**src/rtl/i2cs_pkg.sv**
```systemverilog
package i2cs_pkg;

    localparam int BYTE_W = 8;
    localparam int ADDR_W = 7;

    typedef enum logic [2:0] {
        ST_IDLE,
        ST_ADDR,
        ST_AACK,
        ST_WDATA,
        ST_WACK,
        ST_RDATA,
        ST_RACK
    } seq_state_e;

    typedef struct packed {
        logic scl;
        logic sda;
        logic scl_rise;
        logic scl_fall;
        logic start;
        logic stop;
    } bus_event_t;

    typedef struct packed {
        logic              enabled;
        logic [ADDR_W-1:0] addr;
    } strap_cfg_t;

    function automatic strap_cfg_t decode_straps(input logic a1, input logic a0);
        strap_cfg_t cfg;
        cfg.enabled = a1 | a0;
        unique case ({a1, a0})
            2'b01:   cfg.addr = 7'd7;
            2'b10:   cfg.addr = 7'd17;
            2'b11:   cfg.addr = 7'd117;
            default: cfg.addr = 7'd0;
        endcase
        return cfg;
    endfunction

endpackage

```
**src/rtl/i2cs_line_sync.sv**
```systemverilog
module i2cs_line_sync
    import i2cs_pkg::*;
#(
    parameter int STAGES = 2
) (
    input  logic       clk,
    input  logic       rst,
    input  logic       scl_i,
    input  logic       sda_i,
    output bus_event_t ev
);

    logic [STAGES-1:0] scl_q;
    logic [STAGES-1:0] sda_q;
    logic              scl_p;
    logic              sda_p;
    logic              scl_s;
    logic              sda_s;

    assign scl_s = scl_q[STAGES-1];
    assign sda_s = sda_q[STAGES-1];

    always_ff @(posedge clk) begin
        if (rst) begin
            scl_q <= '1;
            sda_q <= '1;
            scl_p <= 1'b1;
            sda_p <= 1'b1;
        end else begin
            scl_q <= {scl_q[STAGES-2:0], scl_i};
            sda_q <= {sda_q[STAGES-2:0], sda_i};
            scl_p <= scl_s;
            sda_p <= sda_s;
        end
    end

    always_comb begin
        ev.scl      = scl_s;
        ev.sda      = sda_s;
        ev.scl_rise = scl_s & ~scl_p;
        ev.scl_fall = ~scl_s & scl_p;
        ev.start    = scl_s & scl_p & sda_p & ~sda_s;
        ev.stop     = scl_s & scl_p & ~sda_p & sda_s;
    end

endmodule

```
**src/rtl/i2cs_pointer.sv**
```systemverilog
module i2cs_pointer #(
    parameter int PTR_W = 4
) (
    input  logic             clk,
    input  logic             rst,
    input  logic             load,
    input  logic [PTR_W-1:0] load_val,
    input  logic             inc,
    output logic [PTR_W-1:0] ptr
);

    always_ff @(posedge clk) begin
        if (rst) begin
            ptr <= '0;
        end else if (load) begin
            ptr <= load_val;
        end else if (inc) begin
            ptr <= ptr + 1'b1;
        end
    end

    // one step per byte, modulo the register count
    a_r6_step_wraps: assert property (@(posedge clk) disable iff (rst)
        inc && !load |=> ptr == PTR_W'($past(ptr) + 1'b1));

    // a pointer write takes effect on the next cycle
    a_r4_load_takes: assert property (@(posedge clk) disable iff (rst)
        load |=> ptr == $past(load_val));

    // the sequencer never loads and steps in the same cycle
    a_r5_no_load_and_step: assert property (@(posedge clk) disable iff (rst)
        !(load && inc));

    // the pointer holds when no command arrives
    a_r8_ptr_holds: assert property (@(posedge clk) disable iff (rst)
        !load && !inc |=> $stable(ptr));

endmodule

```
**src/rtl/i2cs_sequencer.sv**
```systemverilog
module i2cs_sequencer
    import i2cs_pkg::*;
#(
    parameter int PTR_W = 4
) (
    input  logic              clk,
    input  logic              rst,
    input  bus_event_t        ev,
    input  strap_cfg_t        cfg,
    input  logic [BYTE_W-1:0] rd_data,
    output logic              sda_oe,
    output logic              ptr_load,
    output logic [PTR_W-1:0]  ptr_val,
    output logic              ptr_inc
);

    localparam int CNT_W = $clog2(BYTE_W + 1);
    localparam logic [CNT_W-1:0] LAST_RX = CNT_W'(BYTE_W);
    localparam logic [CNT_W-1:0] LAST_TX = CNT_W'(BYTE_W - 1);

    seq_state_e        state;
    logic [CNT_W-1:0]  cnt;
    logic [BYTE_W-1:0] shreg;
    logic              is_read;
    logic              first_wr;
    logic              host_nack;
    logic              addr_hit;

    assign addr_hit = cfg.enabled && (shreg[BYTE_W-1:1] == cfg.addr);

    always_comb begin
        ptr_load = (state == ST_WDATA) && ev.scl_fall && (cnt == LAST_RX) && first_wr;
        ptr_val  = shreg[PTR_W-1:0];
        ptr_inc  = (state == ST_RDATA) && ev.scl_fall && (cnt == LAST_TX);
    end

    always_ff @(posedge clk) begin
        if (rst) begin
            state     <= ST_IDLE;
            cnt       <= '0;
            shreg     <= '0;
            is_read   <= 1'b0;
            first_wr  <= 1'b0;
            host_nack <= 1'b0;
            sda_oe    <= 1'b0;
        end else if (ev.stop) begin
            state  <= ST_IDLE;
            sda_oe <= 1'b0;
        end else if (ev.start) begin
            state  <= ST_ADDR;
            cnt    <= '0;
            sda_oe <= 1'b0;
        end else begin
            unique case (state)
                ST_IDLE: begin
                    sda_oe <= 1'b0;
                end
                ST_ADDR, ST_WDATA: begin
                    if (ev.scl_rise && cnt < LAST_RX) begin
                        shreg <= {shreg[BYTE_W-2:0], ev.sda};
                        cnt   <= cnt + 1'b1;
                    end else if (ev.scl_fall && cnt == LAST_RX) begin
                        if (state == ST_ADDR) begin
                            if (addr_hit) begin
                                state    <= ST_AACK;
                                is_read  <= shreg[0];
                                first_wr <= 1'b1;
                                sda_oe   <= 1'b1;
                            end else begin
                                state <= ST_IDLE;
                            end
                        end else begin
                            state    <= ST_WACK;
                            first_wr <= 1'b0;
                            sda_oe   <= 1'b1;
                        end
                    end
                end
                ST_AACK: begin
                    if (ev.scl_fall) begin
                        cnt <= '0;
                        if (is_read) begin
                            state  <= ST_RDATA;
                            shreg  <= rd_data;
                            sda_oe <= ~rd_data[BYTE_W-1];
                        end else begin
                            state  <= ST_WDATA;
                            sda_oe <= 1'b0;
                        end
                    end
                end
                ST_WACK: begin
                    if (ev.scl_fall) begin
                        state  <= ST_WDATA;
                        cnt    <= '0;
                        sda_oe <= 1'b0;
                    end
                end
                ST_RDATA: begin
                    if (ev.scl_fall) begin
                        if (cnt == LAST_TX) begin
                            state  <= ST_RACK;
                            sda_oe <= 1'b0;
                        end else begin
                            shreg  <= {shreg[BYTE_W-2:0], 1'b0};
                            sda_oe <= ~shreg[BYTE_W-2];
                            cnt    <= cnt + 1'b1;
                        end
                    end
                end
                ST_RACK: begin
                    if (ev.scl_rise) begin
                        host_nack <= ev.sda;
                    end else if (ev.scl_fall) begin
                        if (host_nack) begin
                            state  <= ST_IDLE;
                            sda_oe <= 1'b0;
                        end else begin
                            state  <= ST_RDATA;
                            cnt    <= '0;
                            shreg  <= rd_data;
                            sda_oe <= ~rd_data[BYTE_W-1];
                        end
                    end
                end
                default: begin
                    state  <= ST_IDLE;
                    sda_oe <= 1'b0;
                end
            endcase
        end
    end

    // a disabled strap setting never pulls the line
    a_r3_silent_when_off: assert property (@(posedge clk) disable iff (rst)
        !cfg.enabled |-> !sda_oe);

    // the drive only starts while the bus clock is low
    a_r5_drive_on_low_clock: assert property (@(posedge clk) disable iff (rst)
        $rose(sda_oe) |-> !ev.scl);

    // STOP returns to idle with SDA released
    a_r9_stop_releases: assert property (@(posedge clk) disable iff (rst)
        ev.stop |=> (state == ST_IDLE) && !sda_oe);

    // a host NACK releases SDA at the end of the acknowledge clock
    a_r7_nack_release: assert property (@(posedge clk) disable iff (rst)
        (state == ST_RACK) && ev.scl_fall && host_nack && !ev.start && !ev.stop
        |=> !sda_oe && (state == ST_IDLE));

    // the bit counter never runs past one byte
    a_r10_count_bound: assert property (@(posedge clk) disable iff (rst)
        cnt <= LAST_RX);

    // idle never pulls the line
    a_r2_idle_quiet: assert property (@(posedge clk) disable iff (rst)
        (state == ST_IDLE) && $past(state == ST_IDLE) |-> !sda_oe);

endmodule

```
**src/rtl/i2c_key_reg_slave.sv**
```systemverilog
module i2c_key_reg_slave
    import i2cs_pkg::*;
#(
    parameter int REG_COUNT   = 16,
    parameter int SYNC_STAGES = 2,
    parameter int PTR_W       = $clog2(REG_COUNT)
) (
    input  logic              clk,
    input  logic              rst,
    input  logic              scl_i,
    input  logic              sda_i,
    output logic              sda_oe,
    input  logic              strap_a0,
    input  logic              strap_a1,
    output logic              bus_enabled,
    output logic [PTR_W-1:0]  rd_addr,
    input  logic [BYTE_W-1:0] rd_data
);

    bus_event_t       ev;
    strap_cfg_t       cfg;
    logic             ptr_load;
    logic             ptr_inc;
    logic [PTR_W-1:0] ptr_val;

    assign cfg         = decode_straps(strap_a1, strap_a0);
    assign bus_enabled = cfg.enabled;

    i2cs_line_sync #(
        .STAGES (SYNC_STAGES)
    ) u_sync (
        .clk   (clk),
        .rst   (rst),
        .scl_i (scl_i),
        .sda_i (sda_i),
        .ev    (ev)
    );

    i2cs_sequencer #(
        .PTR_W (PTR_W)
    ) u_seq (
        .clk      (clk),
        .rst      (rst),
        .ev       (ev),
        .cfg      (cfg),
        .rd_data  (rd_data),
        .sda_oe   (sda_oe),
        .ptr_load (ptr_load),
        .ptr_val  (ptr_val),
        .ptr_inc  (ptr_inc)
    );

    i2cs_pointer #(
        .PTR_W (PTR_W)
    ) u_ptr (
        .clk      (clk),
        .rst      (rst),
        .load     (ptr_load),
        .load_val (ptr_val),
        .inc      (ptr_inc),
        .ptr      (rd_addr)
    );

    // bus_enabled follows the strap setting
    a_r1_enable_map: assert property (@(posedge clk) disable iff (rst)
        bus_enabled == (strap_a0 || strap_a1));

endmodule

```
**config.mk**
```make
export PLATFORM = sky130hd
export DESIGN_NAME = i2c_key_reg_slave
export DESIGN_NICKNAME = d
export VERILOG_FILES = /design/src/rtl/i2cs_pkg.sv /design/src/rtl/i2cs_line_sync.sv /design/src/rtl/i2cs_pointer.sv /design/src/rtl/i2cs_sequencer.sv /design/src/rtl/i2c_key_reg_slave.sv
export SDC_FILE = /design/constraint.sdc
export NUM_CORES = 1
export LEC_CHECK = 0
export BUFFER_PORTS_ARGS = -buffer_cell sky130_fd_sc_hd__buf_4
export CAP_MARGIN = 20
export CORE_MARGIN = 2
export CORE_UTILIZATION = 60
export CTS_CLUSTER_SIZE = 30
export DETAILED_ROUTE_END_ITERATION = 7
export PLACE_DENSITY = 0.9
export SYNTH_ARGS = -nofsm -noshare
export SYNTH_HDL_FRONTEND = slang
export SYNTH_HIERARCHICAL = 1
export SYNTH_SLANG_ARGS = --single-unit
```
**constraint.sdc**
```tcl
create_clock -name clk -period 4.8 [get_ports clk]
set_input_delay 0.48 -clock clk [delete_from_list [all_inputs] [get_ports clk]]
set_output_delay 0.48 -clock clk [all_outputs]
set_load 0.02 [all_outputs]
```
**Word level (Yosys, flattened, before mapping)**

Index checks and enable logic that the tools add are counted.
Widths: inputs -> output; s select.

- Bits of input ports: 14
- Output and inout port bits: 6
- Register bits after elaboration: 29
- Logic and storage cells: 146

- Add/sub/neg operators: 2
- Equality and inequality tests: 39
- $lt $le $gt $ge: 1
- Reductions and logical operators: 24
- Muxes and demuxes: 49
- Bitwise gates (word level): 18

Operator list:

| kind | count |
|---|---|
| $mux 8 | 8 |
| $mux 4 | 10 |
| $mux 3 | 11 |
| $pmux 8 s4 | 1 |
| $reduce_and 9->1 | 3 |
| $ne 3x2->1 const B | 7 |
| $pmux 7 s3 | 1 |
| $pmux 3 s6 | 1 |
| $ne 2x1->1 const B | 8 |
| $pmux 4 s4 | 1 |
| $ne 3x3->1 const B | 5 |
| $mux 1 | 14 |
| $ne 2x2->1 const B | 6 |
| $reduce_and 11->1 | 1 |
| $not 1->1 | 10 |
| $eq 3x3->1 const B | 3 |
| $add 4x1->4 const B | 2 |
| $logic_and 1x1->1 | 8 |
| $reduce_and 8->1 | 1 |
| $and 1x1->1 | 7 |
| $eq 7x7->1 | 1 |
| $reduce_and 7->1 | 1 |
| $eq 3x2->1 const B | 2 |
| $reduce_and 6->1 | 1 |
| other kinds (17) | 20 |

**Longest topological paths before layout**

Gate-level depths: netlist of the first run.

- Depth in word-level cells: 10
- Mapped depth: 8

**By module**

Netlist of the first run, hierarchy kept.

By module, submodules not included:

| module | area an instance (um^2) | cells an instance | sequential area each (um^2) | times used |
|---|---|---|---|---|
| i2cs_sequencer | 1,333.8 | 175 | 380.4 | 1 |
| i2cs_line_sync | 205.2 | 18 | 120.1 | 1 |
| i2cs_pointer | 205.2 | 22 | 80.1 | 1 |
| i2c_key_reg_slave | 33.8 | 6 | 0.0 | 1 |

**Worst setup path before layout of the first run**

Ideal clock, no wire load.

- Path kind: register to register
- Start: reg u_sync.scl_q[1]
- End: reg u_seq.shreg[0]
- Stages on the path, launching flop included: 8
- Slack: 2.992 ns
- Arrival time: 1.678 ns
- Setup time: 0.130 ns
- Cell sequence: dfxtp_1 > nor2b_1 > nor3b_1 > o21ai_1 > a211oi_4 > buf_6 > mux2i_1 > nor2_1

RTL lines:

| item | RTL line | text |
|---|---|---|
| start, declared | i2cs_line_sync.sv:13 | `logic [STAGES-1:0] scl_q;` |
| start signal, assigned | i2cs_line_sync.sv:30 | `scl_q <= {scl_q[STAGES-2:0], scl_i};` |
| end signal, assigned | i2cs_sequencer.sv:60 | `shreg <= {shreg[BYTE_W-2:0], ev.sda};` |
| end signal, assigned | i2cs_sequencer.sv:84 | `shreg <= rd_data;` |
| end signal, assigned | i2cs_sequencer.sv:105 | `shreg <= {shreg[BYTE_W-2:0], 1'b0};` |
| end, declared | i2cs_sequencer.sv:23 | `logic [BYTE_W-1:0] shreg;` |

**Worst setup path after layout of the first run**

- Start: reg u_seq.state[1]
- End: reg u_seq.shreg[7]

- Cells in the longest elaborated chain, start to end: 4
- Elaborated cells between the ends (all ways): 17

RTL lines:

| item | RTL line | text |
|---|---|---|
| start, declared | i2cs_sequencer.sv:21 | `seq_state_e state;` |
| start signal, assigned | i2cs_sequencer.sv:39 | `state <= ST_IDLE;` |
| start signal, assigned | i2cs_sequencer.sv:47 | `state <= ST_IDLE;` |
| start signal, assigned | i2cs_sequencer.sv:50 | `state <= ST_ADDR;` |
| $eq 3x1->1 / $eq 3x2->1 (equally long branches) | i2cs_sequencer.sv:54 | `unique case (state)` |
| $reduce_or 2->1 | i2cs_sequencer.sv:54 |  |
| $ne 2x1->1 (no line) / $reduce_bool 4->1 (equally long branches) | - |  |
| $reduce_and 11->1 (no line) | - |  |

Several ways; a longest one is shown, not always the timed one.
A chain may end at the register's enable or synchronous reset.

==> results.py, run 1 <==
metrics = {
    "timing": {
        "fin_crit_ns": 2.525,
        "hold_viol": 0,
        "min_period_over_period_pct": 52.60,
        "drv_slew": 0,
        "setup_tns_ns": 0,
        "fmax_ghz": 0.3961,
        "relSlewSlack_pct": 52.00,
        "rsz0062_at_grt": "false",
        "hold_ws_ns": 0.3172,
        "skew_ns": 0.009434,
        "final-setup-viol-count": 0,
        "tightest_slew_ns": 0.7176,
    },
    "finish": {
        "drive_gt1_share_pct": 16.52,
        "layout_common_cells": "dfxtp_1, nand2_1, nor2_1",
        "fillers": 234,
        "synthToLayoutAreaGrowth_pct": 9.470,
        "layout_commonest_cell": "dfxtp_1",
        "fin_nets": 246,
        "stdcell_area_um2": 1938,
        "antenna_cells": 0,
    },
    "floorplanning": {
        "core-area_um2": 2781,
        "start_util_pct": 63.65,
        "dieHeight_um": 58.32,
        "rows": 19,
        "chipWidth_um": 58.32,
        "die_area_um2": 3401,
        "ios": 20,
    },
    "place": {
        "io_buffers": 19,
        "placed_area_um2": 1853,
        "hpwl_um": 2708,
        "gp_congestion": 0.9043,
    },
    "route": {
        "ant_nets": 0,
        "via_count": 1586,
        "vias_per_cell": 6.077,
        "drt_iter0_drc": 158,
        "wire_per_inst_um": 14.79,
        "firstDrtPassIters": 4,
        "drt-total-wl_um": 3859,
        "drc": 0,
    },
    "critical_path": {
        "critical-path-slowest-cell": "a211oi_4",
        "cp-end-kind": "flop",
        "max_stage_delay_ns": 0.68,
        "cp_max_fo": 15,
        "critPathArrivalTime_ns": 2.77,
        "cp_cell_sequence": "nor2b_1 -> nand2_2 -> a211oi_4 -> nor2_1 -> a311oi_1",
        "critPathLaunchType": "flop",
        "crit_required_ns": 5.04,
        "crit_type": "flop to flop",
    },
    "hold_path": {
        "min_path_type": "input port to flop",
    },
    "clock_network": {
        "h-tree-depth": 2,
        "cts_sinks": 29,
        "numCtsBuffers": 5,
        "cts_root_buf": "clkbuf_4",
        "cts_resized": 0,
        "cts_hold_buffers": 0,
        "postCtsSetupRepairBufs": 0,
        "cts_tree": "done",
        "clockBufferDepth": 2,
        "clkTransAtPathRegs_ns": 0.09,
        "clk_latency_ns": 0.34,
    },
    "global_route": {
        "grtUsageTotal_pct": 24.62,
        "grt_first_pass_wirelength_um": 6465,
        "overflow": 0,
        "first_global_vias": 1436,
        "grt_start_max_net_pins": 32,
        "antenna_found_initial": 0,
    },
    "power_and_ir_drop": {
        "peakVddDrop_uv": 217.8,
        "p_leak_nw": 0.6976,
        "power-per-cell-area_nw_per_um2": 255.6,
    },
    "yosys": {
        "syn_nets": 237,
        "syn-instance-count": 220,
        "ys_warn_count": 6,
        "syn-cell-area_um2": 1770,
        "synth_area_per_cell_um2": 8.047,
    },
    "flow_run": {
        "drv_cap": 0,
    },
    "run_status": {
        "status": "completed",
    },
}
critical path, delay by kind of cell (launching register included):
family,cells,cell delay (ns)
flip-flops,1,0.58
AO/OA/AOI/OAI,2,0.98
AND/OR/NAND/NOR,3,0.87
final cells by class:
type | count | area, µm² | share of cell area (%)
Multi-Input combinational cell | 166 | 1061 | 54.75
Sequential cell | 29 | 580.6 | 29.95
Timing Repair Buffer | 19 | 142.6 | 7.360
Clock buffer | 7 | 55.05 | 2.841
Tap cell | 31 | 38.79 | 2.001
Clock inverter | 1 | 30.03 | 1.549
Inverter | 8 | 30.03 | 1.549
metal layers:
metal  global-route usage [%]  vias to the layer above  part of all wire (%)
met4                    10.30                        0                   1.9
li1                         -                      775                     -
met5                        0                        -                     0
met1                    33.98                      729                    46
met2                    35.31                       72                    44
met3                    7.912                       10                   8.1
state kept, by name, summed over array words and instances, names as in the netlist:
name	count
u_sync/scl_p	1
u_seq/state	3
u_seq/shreg	8
u_seq/is_read	1
u_seq/cnt	4
u_seq/host_nack	1
u_seq/sda_oe	1
u_sync/scl_q	2
u_sync/sda_q	2
u_ptr/ptr	4
u_sync/sda_p	1
u_seq/first_wr	1
stage by stage:
| stage | power [W] | setup WS, ns | std cells | utilization [%] |
|---|---|---|---|---|
| 2_1_floorplan | 0.0002752 | 3.001 | 220 | - |
| 3_3_place_gp | 0.0002885 | 2.508 | 253 | 66.62 |
| 3_5_place_dp | 0.0002896 | 2.329 | 253 | 66.62 |
| 4_1_cts | 0.0004975 | 2.342 | 261 | 69.68 |
| 5_1_grt | 0.0005155 | 2.106 | 261 | 69.68 |
| 6_report | 0.0004953 | 2.275 | 261 | 69.68 |
final timing paths:
kind	cells past startpoint	end	start	slack [ns]
max	5	u_seq/shreg[7]$_SDFFE_PP0P_	u_seq/state[1]$_SDFFE_PP0P_	2.28
min	2	u_sync/sda_q[0]$_SDFF_PP1_	sda_i	0.32
max reg2reg	5	u_seq/shreg[7]$_SDFFE_PP0P_	u_seq/state[1]$_SDFFE_PP0P_	2.28
min reg2reg	1	u_sync/scl_q[1]$_SDFF_PP1_	u_sync/scl_q[0]$_SDFF_PP1_	0.42
power by group:
part           switching (W)  internal (W)
combinational      0.0000198     0.0000177
clock              0.0000865      0.000124
sequential        0.00000343      0.000244
total               0.000110      0.000386
Note: power is estimated with default switching activity, not from simulation.
==> inputs of run 2 (changes only) <==
Settings changed: CORE_UTILIZATION 60 to 52, PLACE_DENSITY 0.9 to 0.84.
Clock period 4.8 ns to 2.1 ns, I/O delays scaled along.
==> results.py, run 2 (synthesized netlist as in run 1, its figures left out) <==
metrics = {
    "timing": {
        "skew_ns": 0.009918,
        "hold_viol": 0,
        "rsz0062_at_grt": "false",
        "fin_crit_ns": 1.900,
        "final-setup-viol-count": 0,
        "min_period_over_period_pct": 90.47,
        "setup_tns_ns": 0,
        "drv_slew": 0,
        "hold_ws_ns": 0.03974,
        "worst_slack_ns": 0.2001,
        "fmax_ghz": 0.5263,
    },
    "global_route": {
        "grt_first_pass_wirelength_um": 6941,
        "grt_util_met3_pct": 5.978,
        "first_global_vias": 1533,
        "grt_start_max_net_pins": 19,
        "met1_usage_pct": 29.60,
        "grtUsageMet2_pct": 34.78,
        "antenna_found_initial": 0,
        "grtUsageTotal_pct": 22.27,
        "overflow": 0,
        "grt-busiest-layer": "met2",
    },
    "finish": {
        "layout_common_cells": "buf_4, dfxtp_1, nand2_1",
        "final_core_util_pct": 62.89,
        "regMostFlops": "u_seq/shreg",
        "fin_nets": 261,
        "fillers": 302,
        "antenna_cells": 0,
        "reg_top3": "u_seq/shreg x8, u_ptr/ptr x4, u_seq/cnt x4",
        "largest_reg_flops": 8,
        "synthToLayoutAreaGrowth_pct": 17.60,
        "drive_gt1_share_pct": 21.63,
        "layout_commonest_cell": "buf_4",
    },
    "route": {
        "ant_nets": 0,
        "vias_per_cell": 5.581,
        "wire_per_inst_um": 13.53,
        "drt-total-wl_um": 3936,
        "firstDrtPassIters": 4,
        "drt_iter0_drc": 85,
        "drc": 0,
        "via_count": 1624,
    },
    "power_and_ir_drop": {
        "sequentialPowerShare_pct": 48.9,
        "power-per-cell-area_nw_per_um2": 551.6,
        "switching_power_w": 0.0002604,
        "peakVddDrop_uv": 350.7,
        "p_total_w": 0.001149,
        "p_leak_nw": 0.7773,
        "power_frac_comb_pct": 8.4,
        "p_sw_share_pct": 22.68,
        "clkPwrFrac_pct": 42.7,
        "p_int_w": 0.0008881,
    },
    "hold_path": {
        "min_path_type": "input port to flop",
        "hold-path-cell-count": 2,
        "min-delay-start": "scl_i",
        "min_to": "u_sync/scl_q[0]$_SDFF_PP1_",
    },
    "critical_path": {
        "crit_type": "flop to flop",
        "r2r_start": "u_seq/cnt[0]$_SDFFE_PP0P_",
        "cp_max_fo": 4,
        "crit_required_ns": 2.34,
        "worst_r2r_endpoint": "u_ptr/ptr[1]$_SDFFE_PP0P_",
        "critPathLaunchType": "flop",
        "cp-end-kind": "flop",
        "r2r_cells": 7,
        "regToRegSetupSlack_ns": 0.20,
        "critPathArrivalTime_ns": 2.14,
    },
    "clock_network": {
        "clockBufferDepth": 2,
        "clkTransAtPathRegs_ns": 0.10,
        "cts_sinks": 29,
        "numCtsBuffers": 5,
        "cts_hold_buffers": 0,
        "postCtsSetupRepairBufs": 0,
        "cts_root_buf": "clkbuf_4",
        "cts_tree": "done",
        "h-tree-depth": 2,
        "cts_resized": 0,
        "clk_latency_ns": 0.34,
    },
    "floorplanning": {
        "core-area_um2": 3311,
        "chipWidth_um": 62.35,
        "rows": 21,
        "start_util_pct": 53.48,
        "ios": 20,
        "dieHeight_um": 62.35,
        "die_area_um2": 3888,
    },
    "place": {
        "hpwl_um": 2838,
        "place_ws_ns": 0.2108,
        "gp_congestion": 0.8962,
        "io_buffers": 19,
    },
    "run_status": {
        "status": "completed",
    },
    "flow_run": {
        "drv_cap": 0,
    },
}
run 2: cell types whose count changed in the layout (fill, tap and decap cells not counted):
cell,delta
buf_4,+14
buf_12,+1
run 2: layer usage:
layer / vias up / wire (µm)
met5: - / 0
met4: 0 / 76
met3: 10 / 207
met2: 43 / 1783
met1: 765 / 1868
li1: 806 / -
run 2: how the worst max path moves through the flow:
stage	start	to	cells after the start
3_3_place_gp	u_seq/cnt[0]$_SDFFE_PP0P_	u_ptr/ptr[1]$_SDFFE_PP0P_	7
2_1_floorplan	u_sync/scl_p$_SDFF_PP1_	u_seq/shreg[0]$_SDFFE_PP0P_	7
5_1_grt	u_seq/cnt[0]$_SDFFE_PP0P_	u_ptr/ptr[1]$_SDFFE_PP0P_	7
4_1_cts	u_seq/cnt[0]$_SDFFE_PP0P_	u_ptr/ptr[1]$_SDFFE_PP0P_	7
3_5_place_dp	u_seq/cnt[0]$_SDFFE_PP0P_	u_ptr/ptr[1]$_SDFFE_PP0P_	7
6_report	u_seq/cnt[0]$_SDFFE_PP0P_	u_ptr/ptr[1]$_SDFFE_PP0P_	7
run 2: power groups by stage:
| stage | clock (W) | combinational, W | sequential [W] |
|---|---|---|---|
| 2_1_floorplan | 0 | 0.0000554 | 0.000574 |
| 3_3_place_gp | 0 | 0.0000930 | 0.000574 |
| 3_5_place_dp | 0 | 0.0000949 | 0.000574 |
| 4_1_cts | 0.000489 | 0.0000961 | 0.000561 |
| 5_1_grt | 0.000525 | 0.000105 | 0.000563 |
| 6_report | 0.000491 | 0.0000966 | 0.000561 |
run 2: metrics by stage:
step | std cells | instance area [µm²]
3_5_place_dp | 283 | 1997
4_1_cts | 291 | 2082
2_1_floorplan | 220 | 1770
6_report | 291 | 2082
5_1_grt | 291 | 2082
3_3_place_gp | 283 | 1997
run 2: worst max-delay path: stages, from the launching register on:
cell,delay [ns]
dfxtp_1,0.36
ha_1,0.20
nand3b_1,0.11
or2_2,0.32
nor2_1,0.28
mux2_1,0.36
mux2i_1,0.12
nor2_1,0.05
run 2: cell type report:
cell class              count  area, µm²  share of cell area (%)
flip-flops and latches     29      580.6                   27.88
repair buffers             34      267.8                   12.86
clock buffers               7      55.05                   2.644
inverters                   8      30.03                   1.442
well taps                  46      57.56                   2.764
clock inverters             1      30.03                   1.442
multi-input cells         166       1061                   50.96
